### config.mk
export PLATFORM = sky130hd
export DESIGN_NAME = mdio_master
export DESIGN_NICKNAME = d
export VERILOG_FILES = /design/src/rtl/mdio_pkg.sv /design/src/rtl/mdio_clkgen.sv /design/src/rtl/mdio_regs.sv /design/src/rtl/mdio_frame_eng.sv /design/src/rtl/mdio_master.sv
export SDC_FILE = /design/constraint.sdc
export NUM_CORES = 1
export LEC_CHECK = 0
export CAP_MARGIN = 20
export CORE_MARGIN = 2
export CORE_UTILIZATION = 25
export DETAILED_ROUTE_END_ITERATION = 6
export HOLD_SLACK_MARGIN = 0.12
export PLACE_DENSITY = 0.51
export REMOVE_ABC_BUFFERS = 1
export SYNTH_ARGS = -nofsm -noshare
export SYNTH_HDL_FRONTEND = slang
export SYNTH_HIERARCHICAL = 1
export SYNTH_SLANG_ARGS = --single-unit
### constraint.sdc
create_clock -name clk -period 7.2 [get_ports clk]
set_input_delay 0.72 -clock clk [delete_from_list [all_inputs] [get_ports clk]]
set_output_delay 0.72 -clock clk [all_outputs]
set_load 0.02 [all_outputs]
### src/rtl/mdio_pkg.sv
package mdio_pkg;

    localparam int ADDR_W     = 5;
    localparam int FRAME_BITS = 64;
    localparam int TA_POS     = 46;
    localparam int DATA_POS   = 48;
    localparam int BIT_W      = $clog2(FRAME_BITS);

    localparam logic [ADDR_W-1:0] OFS_STATUS = 5'h00;
    localparam logic [ADDR_W-1:0] OFS_CMD    = 5'h08;
    localparam logic [ADDR_W-1:0] OFS_DATA   = 5'h0C;
    localparam logic [ADDR_W-1:0] OFS_CFG    = 5'h10;

    typedef struct packed {
        logic        rd;
        logic [4:0]  phy;
        logic [4:0]  regad;
        logic [15:0] wdata;
    } mdio_cmd_t;

    typedef struct packed {
        logic        ta_first_low;
        logic        ta_second_high;
        logic [15:0] value;
    } rd_result_t;

    typedef enum logic {ENG_IDLE, ENG_SHIFT} eng_state_t;

    function automatic logic cmd_word_ok(input logic [31:0] w);
        return w[31] && (w[2] ^ w[1]);
    endfunction

    function automatic mdio_cmd_t cmd_unpack(input logic [31:0] w);
        mdio_cmd_t c;
        c.rd    = w[2];
        c.phy   = w[29:25];
        c.regad = w[24:20];
        c.wdata = w[19:4];
        return c;
    endfunction

    function automatic logic [FRAME_BITS-1:0] frame_pack(input mdio_cmd_t c);
        return {32'hFFFF_FFFF, 2'b01, (c.rd ? 2'b10 : 2'b01), c.phy, c.regad,
                (c.rd ? 2'b11 : 2'b10), (c.rd ? 16'hFFFF : c.wdata)};
    endfunction

endpackage

### src/rtl/mdio_clkgen.sv
module mdio_clkgen #(
    parameter int PRESCALE_W = 8
) (
    input  logic                  clk,
    input  logic                  rst,
    input  logic [PRESCALE_W-1:0] prescale,
    output logic                  mdc,
    output logic                  rise_tick,
    output logic                  fall_tick
);
    logic [PRESCALE_W-1:0] cnt;
    logic                  wrap;

    assign wrap      = (cnt >= prescale);
    assign rise_tick = wrap && !mdc;
    assign fall_tick = wrap && mdc;

    always_ff @(posedge clk) begin
        if (rst) begin
            cnt <= '0;
            mdc <= 1'b0;
        end else if (wrap) begin
            cnt <= '0;
            mdc <= ~mdc;
        end else begin
            cnt <= cnt + 1'b1;
        end
    end
endmodule

### src/rtl/mdio_regs.sv
module mdio_regs
    import mdio_pkg::*;
#(
    parameter int PRESCALE_W   = 8,
    parameter int PRESCALE_RST = 3
) (
    input  logic                  clk,
    input  logic                  rst,
    input  logic [ADDR_W-1:0]     bus_addr,
    input  logic                  bus_we,
    input  logic [31:0]           bus_wdata,
    output logic [31:0]           bus_rdata,
    input  logic                  take,
    input  logic                  busy,
    input  logic                  rd_done,
    input  rd_result_t            rd_word,
    output logic                  pending,
    output mdio_cmd_t             cmd,
    output logic [PRESCALE_W-1:0] prescale
);
    rd_result_t            data_q;
    logic [PRESCALE_W-1:0] cfg_q;
    logic                  cmd_wr;
    logic                  cfg_wr;

    assign cmd_wr   = bus_we && (bus_addr == OFS_CMD);
    assign cfg_wr   = bus_we && (bus_addr == OFS_CFG) && (bus_wdata[PRESCALE_W-1:0] != '0);
    assign prescale = cfg_q;

    always_ff @(posedge clk) begin
        if (rst) begin
            pending <= 1'b0;
            cmd     <= '0;
            data_q  <= '0;
            cfg_q   <= PRESCALE_W'(PRESCALE_RST);
        end else begin
            if (cmd_wr && !pending && cmd_word_ok(bus_wdata)) begin
                pending <= 1'b1;
                cmd     <= cmd_unpack(bus_wdata);
            end else if (take) begin
                pending <= 1'b0;
            end
            if (rd_done)
                data_q <= rd_word;
            if (cfg_wr)
                cfg_q <= bus_wdata[PRESCALE_W-1:0];
        end
    end

    always_comb begin
        bus_rdata = '0;
        case (bus_addr)
            OFS_STATUS: begin
                bus_rdata[2] = pending;
                bus_rdata[3] = busy;
            end
            OFS_DATA: bus_rdata[17:0] = data_q;
            OFS_CFG:  bus_rdata[PRESCALE_W-1:0] = cfg_q;
            default:  bus_rdata = '0;
        endcase
    end

    // a malformed command word never raises pending
    a_r3_bad_word_ignored: assert property (@(posedge clk) disable iff (rst)
        (cmd_wr && !pending && !cmd_word_ok(bus_wdata)) |=> !pending);

    // a command written while one is pending leaves the held command alone
    a_r4_pending_blocks: assert property (@(posedge clk) disable iff (rst)
        (cmd_wr && pending) |=> $stable(cmd));

    // writing zero to the prescale field keeps the old value
    a_r6_zero_ignored: assert property (@(posedge clk) disable iff (rst)
        (bus_we && bus_addr == OFS_CFG && bus_wdata[PRESCALE_W-1:0] == '0) |=> $stable(cfg_q));

    // read data moves only on the edge that ends a frame
    a_r10_data_at_end: assert property (@(posedge clk) disable iff (rst)
        !$stable(data_q) |-> $fell(busy));
endmodule

### src/rtl/mdio_frame_eng.sv
module mdio_frame_eng
    import mdio_pkg::*;
(
    input  logic       clk,
    input  logic       rst,
    input  logic       rise_tick,
    input  logic       fall_tick,
    input  logic       pending,
    input  mdio_cmd_t  cmd,
    input  logic       mdio_i,
    output logic       take,
    output logic       busy,
    output logic       rd_done,
    output rd_result_t rd_word,
    output logic       mdio_o,
    output logic       mdio_oe
);
    eng_state_t            state;
    logic [FRAME_BITS-1:0] sh;
    logic [FRAME_BITS-1:0] frame_w;
    logic [BIT_W-1:0]      bitcnt;
    logic [BIT_W-1:0]      bit_nxt;
    logic                  is_rd;
    logic                  last_bit;
    logic                  fin;
    logic [15:0]           rdsh;
    logic                  e_first;
    logic                  e_second;

    assign frame_w  = frame_pack(cmd);
    assign bit_nxt  = bitcnt + 1'b1;
    assign busy     = (state == ENG_SHIFT);
    assign take     = (state == ENG_IDLE) && pending && fall_tick;
    assign last_bit = (bitcnt == BIT_W'(FRAME_BITS - 1));
    assign fin      = busy && fall_tick && last_bit;
    assign rd_done  = fin && is_rd;
    assign rd_word  = '{ta_first_low: e_first, ta_second_high: e_second, value: rdsh};

    always_ff @(posedge clk) begin
        if (rst) begin
            state    <= ENG_IDLE;
            sh       <= '0;
            bitcnt   <= '0;
            is_rd    <= 1'b0;
            rdsh     <= '0;
            e_first  <= 1'b0;
            e_second <= 1'b0;
            mdio_o   <= 1'b1;
            mdio_oe  <= 1'b0;
        end else if (take) begin
            state    <= ENG_SHIFT;
            mdio_o   <= frame_w[FRAME_BITS-1];
            sh       <= {frame_w[FRAME_BITS-2:0], 1'b1};
            bitcnt   <= '0;
            is_rd    <= cmd.rd;
            mdio_oe  <= 1'b1;
            e_first  <= 1'b0;
            e_second <= 1'b0;
        end else if (busy) begin
            if (fall_tick) begin
                if (last_bit) begin
                    state   <= ENG_IDLE;
                    mdio_o  <= 1'b1;
                    mdio_oe <= 1'b0;
                end else begin
                    bitcnt  <= bit_nxt;
                    mdio_o  <= sh[FRAME_BITS-1];
                    sh      <= {sh[FRAME_BITS-2:0], 1'b1};
                    mdio_oe <= !(is_rd && (bit_nxt >= BIT_W'(TA_POS)));
                end
            end
            if (rise_tick && is_rd) begin
                if (bitcnt == BIT_W'(TA_POS))
                    e_first <= !mdio_i;
                if (bitcnt == BIT_W'(TA_POS + 1))
                    e_second <= mdio_i;
                if (bitcnt >= BIT_W'(DATA_POS))
                    rdsh <= {rdsh[14:0], mdio_i};
            end
        end
    end

    // the cycle pending drops is the cycle the frame starts
    a_r5_take_starts_frame: assert property (@(posedge clk) disable iff (rst)
        $fell(pending) |-> busy);

    // line released through turnaround and data of a read
    a_r8_read_release: assert property (@(posedge clk) disable iff (rst)
        (busy && is_rd && bitcnt >= BIT_W'(TA_POS)) |-> !mdio_oe);

    // a write frame drives the line throughout
    a_r8_write_drive: assert property (@(posedge clk) disable iff (rst)
        (busy && !is_rd) |-> mdio_oe);

    // the output value moves only when MDC falls
    a_r9_change_on_fall: assert property (@(posedge clk) disable iff (rst)
        !$stable(mdio_o) |-> $past(fall_tick));
endmodule

### src/rtl/mdio_master.sv
module mdio_master
    import mdio_pkg::*;
#(
    parameter int PRESCALE_W   = 8,
    parameter int PRESCALE_RST = 3
) (
    input  logic              clk,
    input  logic              rst,
    input  logic [ADDR_W-1:0] bus_addr,
    input  logic              bus_we,
    input  logic [31:0]       bus_wdata,
    output logic [31:0]       bus_rdata,
    output logic              mdc,
    output logic              mdio_o,
    output logic              mdio_oe,
    input  logic              mdio_i
);
    logic                  rise_tick;
    logic                  fall_tick;
    logic [PRESCALE_W-1:0] prescale;
    logic                  pending;
    logic                  take;
    logic                  busy;
    logic                  rd_done;
    rd_result_t            rd_word;
    mdio_cmd_t             cmd;

    mdio_clkgen #(.PRESCALE_W(PRESCALE_W)) clkgen_i (
        .clk       (clk),
        .rst       (rst),
        .prescale  (prescale),
        .mdc       (mdc),
        .rise_tick (rise_tick),
        .fall_tick (fall_tick)
    );

    mdio_regs #(.PRESCALE_W(PRESCALE_W), .PRESCALE_RST(PRESCALE_RST)) regs_i (
        .clk       (clk),
        .rst       (rst),
        .bus_addr  (bus_addr),
        .bus_we    (bus_we),
        .bus_wdata (bus_wdata),
        .bus_rdata (bus_rdata),
        .take      (take),
        .busy      (busy),
        .rd_done   (rd_done),
        .rd_word   (rd_word),
        .pending   (pending),
        .cmd       (cmd),
        .prescale  (prescale)
    );

    mdio_frame_eng eng_i (
        .clk       (clk),
        .rst       (rst),
        .rise_tick (rise_tick),
        .fall_tick (fall_tick),
        .pending   (pending),
        .cmd       (cmd),
        .mdio_i    (mdio_i),
        .take      (take),
        .busy      (busy),
        .rd_done   (rd_done),
        .rd_word   (rd_word),
        .mdio_o    (mdio_o),
        .mdio_oe   (mdio_oe)
    );
endmodule

==> Yosys cells after proc, flatten, opt, wreduce, memory -nomap -nowiden <==
Cells that the tools add are included.
{ "totals": {"out_inout_bits": 35, "regBits": 155} }
{ "classes": {"n_reduce_logical": 33, "n_addsub": 2, "eq_ne": 7, "bitwise": 5, "n_lt_le_gt_ge": 3, "muxes": 22} }
{ "ops": {"columns": ["cell", "n"], "rows": [
  ["64-bit 2-to-1 mux", 4],
  ["6-bit == test (second input constant)", 3],
  ["16-bit 2-to-1 mux", 1],
  ["1-bit logical AND", 15],
  ["6-bit >= comparator (second input constant)", 2],
  ["1-bit 2-to-1 mux", 12],
  ["3-bit AND reduction", 4],
  ["5-bit by 4-bit == test with 1-bit output (second input constant)", 2],
  ["10-bit 2-to-1 mux", 1],
  ["8-bit by 1-bit adder with 8-bit output (second input constant)", 1],
  ["8-bit >= comparator", 1],
  ["4-bit case mux with 2 select lines", 1],
  ["8-bit nonzero test", 1],
  ["6-bit by 1-bit adder with 6-bit output (second input constant)", 1],
  ["2-bit case mux with 3 select lines", 1],
  ["2-bit nonzero test", 3],
  ["5-bit == test (second input constant)", 1],
  ["5-bit logical NOT", 1],
  ["1-bit logical NOT", 4],
  ["1-bit NOT", 4],
  ["2-bit case mux with 2 select lines", 1],
  ["2-bit AND reduction", 2],
  ["4-bit AND reduction", 1],
  ["2-bit OR reduction", 2],
  ["other kinds (3)", 3]
]} }

==> Depth between registers and ports, before layout <==
{ "depth": {"word_depth": 8, "mapped_depth": 13, "depth_no_buf": 11} }

==> Cells and area by module <==
The synthesis kept the hierarchy.
{ "modules_own_cells": {"columns": ["module", "n_inst", "seq_area_each_um2", "area_per_inst_um2", "cells_each"], "rows": [
  ["mdio_frame_eng", 1, 1841.8, 3821.2, 467],
  ["mdio_regs", 1, 1081.0, 2404.8, 254],
  ["mdio_clkgen", 1, 180.2, 631.9, 72]
]} }

==> Worst setup path before layout <==
No wires, ideal clock.
{ "synth_timing": {"path_type": "flip-flop to flip-flop", "startpoint": "reg clkgen_i.cnt[0]", "endpoint": "reg eng_i.sh[19]", "stages_incl_launch_ff": 14, "n_path_buf": 3, "t_arrival_ns": 2.416, "required_time_ns": 7.112, "slack_ns": 4.696, "period_less_slack_ns": 2.504, "cell_sequence": "dfxtp_1 inv_1 ha_1 nand2b_4 a2111oi_4 o21a_1 nor2b_1 buf_2 nand2_1 a21o_1 buf_6 buf_6 nand2_2 a311oi_2"} }
{ "synth_between": {"elab_chain_len": 5, "elab_cells_between_ends": 8} }
{ "synth_lines": {"columns": ["item", "line_no", "text"], "rows": [
  ["start, declared", "mdio_clkgen.sv:11", "logic [PRESCALE_W-1:0] cnt;"],
  ["start signal, assigned", "mdio_clkgen.sv:26", "cnt <= cnt + 1'b1;"],
  ["8-bit >= comparator (*)", "mdio_clkgen.sv:14", "assign wrap = (cnt >= prescale);"],
  ["1-bit logical AND (*)", "mdio_clkgen.sv:16", "assign fall_tick = wrap && mdc;"],
  ["net fall_tick", "mdio_master.sv:19", "logic fall_tick;"],
  ["1-bit logical AND", "mdio_frame_eng.sv:33", "assign take = (state == ENG_IDLE) && pending && fall_tick;"],
  ["2-bit by 1-bit inequality test with 1-bit output (no line) or 2-bit nonzero test (tied branches)", null, null],
  ["3-bit AND reduction (no line)", null, null],
  ["end signal, assigned", "mdio_frame_eng.sv:53", "sh <= {frame_w[FRAME_BITS-2:0], 1'b1};"],
  ["end signal, assigned", "mdio_frame_eng.sv:68", "sh <= {sh[FRAME_BITS-2:0], 1'b1};"],
  ["end, declared", "mdio_frame_eng.sv:19", "logic [FRAME_BITS-1:0] sh;"]
]} }
The timed path passes the listed nets; every way through them passes the cells marked *.
A chain may end at the register's enable or synchronous reset.

==> Final worst setup path <==
{ "layout_timing": {"startpoint": "reg regs_i.cfg_q[7], in the netlist regs_i/prescale[7]", "endpoint": "reg eng_i.sh[29]"} }
{ "layout_between": {"elab_chain_len": 5, "elab_cells_between_ends": 8} }
{ "layout_lines": {"columns": ["item", "line_no", "text"], "rows": [
  ["start, declared", "mdio_regs.sv:22", "logic [PRESCALE_W-1:0] cfg_q;"],
  ["start signal, assigned", "mdio_regs.sv:35", "cfg_q <= PRESCALE_W'(PRESCALE_RST);"],
  ["start signal, assigned", "mdio_regs.sv:46", "cfg_q <= bus_wdata[PRESCALE_W-1:0];"],
  ["8-bit >= comparator (*)", "mdio_clkgen.sv:14", null],
  ["1-bit logical AND (*)", "mdio_clkgen.sv:16", null],
  ["net fall_tick", "mdio_master.sv:19", null],
  ["1-bit logical AND", "mdio_frame_eng.sv:33", null],
  ["2-bit by 1-bit inequality test with 1-bit output (no line) or 2-bit nonzero test (tied branches)", null, null],
  ["3-bit AND reduction (no line)", null, null]
]} }
Marked as above.

==> flow_metrics.tcl <==
set metrics [dict create \
    hold_violations 0 \
    critical_path_class "reg -> reg" \
    cts_sinks 155 \
    synth-xor-area-share_pct 1.15 \
    final_core_util_pct 30.4 \
    clock_latency_ns 0.42 \
    synth_flop_cell "dfxtp_1" \
    cts_hold_buf 0 \
    fin_area_um2 8190 \
    timing.final.crit_period_ns 4.06 \
    rrSetupSlack_ns 3.14 \
    drt_iter0_drc 349 \
    synth-adder-area-share_pct 2.19 \
    placementRows 60 \
    track_usage_pct 10.5 \
    p_leak_nw 2.94 \
    cp.required_ns 7.51 \
    areaGrowthSynthToFinish_pct 19.4 \
    coreArea_um2 27000 \
    grt_pass1_wl_um 24700 \
    ant_nets 0 \
    fmaxAchievable_ghz 0.246 \
    clockBufferDepth 2 \
    syn_area_um2 6860 \
    clk_pin_slew_ns 0.06 \
    dp_cells 1141 \
    worstReg2RegEnd "eng_i/sh[29]$_SDFFE_PP0P_" \
    fin_skew_ns 0.00885 \
    synth-edff-count 0 \
    critPathMaxFanout 36 \
    ys_ff_latch 155 \
    async_reset_ff_share_pct 0 \
    hp-class "reg -> reg" \
    synth_compound_area_share_pct 11.9 \
    cts_resized 0 \
    p_per_area_nw_per_um2 235 \
    dieArea_um2 28800 \
    yosysSeqAreaShare_pct 45.2 \
    antenna_cells 0 \
    rsz0062_at_grt "false" \
    worstMarginPinSlew_ns 0.879 \
    yosysWarnings 6 \
    synth_cell_types 62 \
    drive_above_1_share_pct 8.53 \
    p_total_mw 1.92 \
    postCtsSetupBuffers 0 \
    die_w_um 170 \
    setup_slack_ns 3.14 \
    avgSynthCellArea_um2 8.65 \
    detail_route.vias_per_cell 4.55 \
    drc 0 \
    hpwlAfterDp_um 9430 \
    overflow 0 \
    r2r_cells 11 \
    layout.nets 872 \
    synth-simple-area-share_pct 24.6 \
    dp_slack_ns 3.14 \
    cts_buffers 17 \
    grt_pass1_vias 4860 \
    h-tree-depth 4 \
    muxShareOfSynthArea_pct 8.08 \
    initial_core_util_pct 25.4 \
    grt_max_degree 65 \
    clock-root-buffer "clkbuf_16" \
    period_share_pct 56.3 \
    max_cap_viol_count 0 \
    syn_inst 793 \
    avgRoutedWirePerCell_um 12.8 \
    finalSetupTns_ns 0 \
    hold_path.startpoint "regs_i/cmd[3]$_SDFFE_PP0P_" \
    gp_congestion 0.711 \
    critPathArrivalTime_ns 4.37 \
    slew_violations 0 \
    setup_viol 0 \
    timing.slew.headroom_pct 41.2 \
    hold_slack_ns 0.457 \
    cts_tree "done" \
    num_vias 5336 \
    outcome "finished clean" \
    port_buffers 60 \
    pin_count 76 \
    wirelength_um 15000 \
    synth_top_family_by_area "simple AND/OR/NAND/NOR gates" \
    worstHoldPathCells 2 \
    crit_path_start_kind "flip-flop" \
    cp-end-kind "flip-flop" \
    drtPass1Iterations 4 \
    hold_end "regs_i/cmd[3]$_SDFFE_PP0P_" \
    dpl-instance-area_um2 7580 \
    r2r-start "regs_i/prescale[7]$_SDFFE_PP0P_" \
    die_y_um 170 \
    irDropWorstVdd_uv 145 \
    final_cell_count_no_fill 1173 \
    antenna_found_initial 0 \
]
[cells in the final DEF (no fill, tap or decap), drive strengths merged, types with 13 or more instances in the layout]
master,count
and2,14
o21ai,13
a21oi,38
inv,15
clkbuf,19
conb,14
nor3,72
nor2,83
nand3,27
nand2,132
dfxtp,155
mux2i,52
clkdlybuf4s50,59
[worst max path at each step]
stage / cells past startpoint / to / from
floorplan: 10 / eng_i/sh[29]$_SDFFE_PP0P_ / regs_i/prescale[5]$_SDFFE_PP0P_
global placement: 12 / eng_i/sh[15]$_SDFFE_PP0P_ / regs_i/prescale[5]$_SDFFE_PP0P_
detailed placement: 11 / eng_i/sh[29]$_SDFFE_PP0P_ / regs_i/prescale[5]$_SDFFE_PP0P_
CTS: 11 / eng_i/sh[29]$_SDFFE_PP0P_ / regs_i/prescale[6]$_SDFFE_PP0P_
global route: 11 / eng_i/sh[29]$_SDFFE_PP0P_ / regs_i/prescale[6]$_SDFFE_PP0P_
finish: 11 / eng_i/sh[29]$_SDFFE_PP0P_ / regs_i/prescale[7]$_SDFFE_PP0P_
[cell type report]
cell class                 instances  area (um^2)
clock inverter                    13          168
sequential                       155         3100
multi-input combinational        564         3350
clock buffer                      19          443
inverter                          14         52.6
timing repair buffer              67          651
tap                              341          427
fill                            2833        18800
[critical path, cell delays in order, from the launching register on]
cell,delay [ns]
dfxtp_1,0.39
inv_1,0.06
ha_1,0.29
nand4_1,0.14
o21bai_1,0.21
o21a_1,0.23
nor2b_1,0.59
nand2_1,0.35
a21oi_4,0.77
buf_4,0.49
nor3_1,0.10
a2111oi_2,0.33
[cell families after synthesis]
family                     after synthesis
AOI/OAI and AO/OA                      111
muxes                                   55
xor gates and xnor gates                 9
other                                    1
and+or+nand+nor                        363
adders and majority gates               12
DFF                                    155
buffers and inverters                   87
[where the power goes]
group	switching, mW	internal [mW]
combinational	0.0677	0.0574
sequential	0.0116	0.866
clock	0.365	0.556
total	0.444	1.48
[Yosys cell counts, types with 8 or more instances]
cell      number  area (um^2)
dfxtp_1      155         3100
nand2_1      126          473
nor2_1        83          312
nor3_1        72          360
mux2i_1       52          521
a21oi_1       37          185
nand3_1       27          135
clkbuf_1      25         93.8
buf_4         23          173
buf_2         17         85.1
and2_1        13         81.3
inv_1         13         48.8
o21ai_0       13         65.1
a31oi_1       12         75.1
ha_1          12          150
a22oi_1        9         67.6
a22o_1         8         70.1
[metal layers]
| layer | global-route usage, % | share of wire, % |
|---|---|---|
| met5 | 0 | 0 |
| met4 | 3.98 | 0.53 |
| met3 | 2.57 | 3.5 |
| met2 | 15.5 | 43 |
| met1 | 14.8 | 53 |
[state kept, by name, summed over array words and instances, names as in the netlist]
signal,count
eng_i/e_second,1
clkgen_i/cnt,8
eng_i/is_rd,1
eng_i/mdio_oe,1
regs_i/prescale,8
eng_i/e_first,1
clkgen_i/mdc,1
eng_i/busy,1
regs_i/pending,1
eng_i/sh,64
regs_i/cmd,27
eng_i/rdsh,16
regs_i/data_q,18
eng_i/mdio_o,1
eng_i/bitcnt,6
No activity file was read; power rests on OpenSTA's default activity.
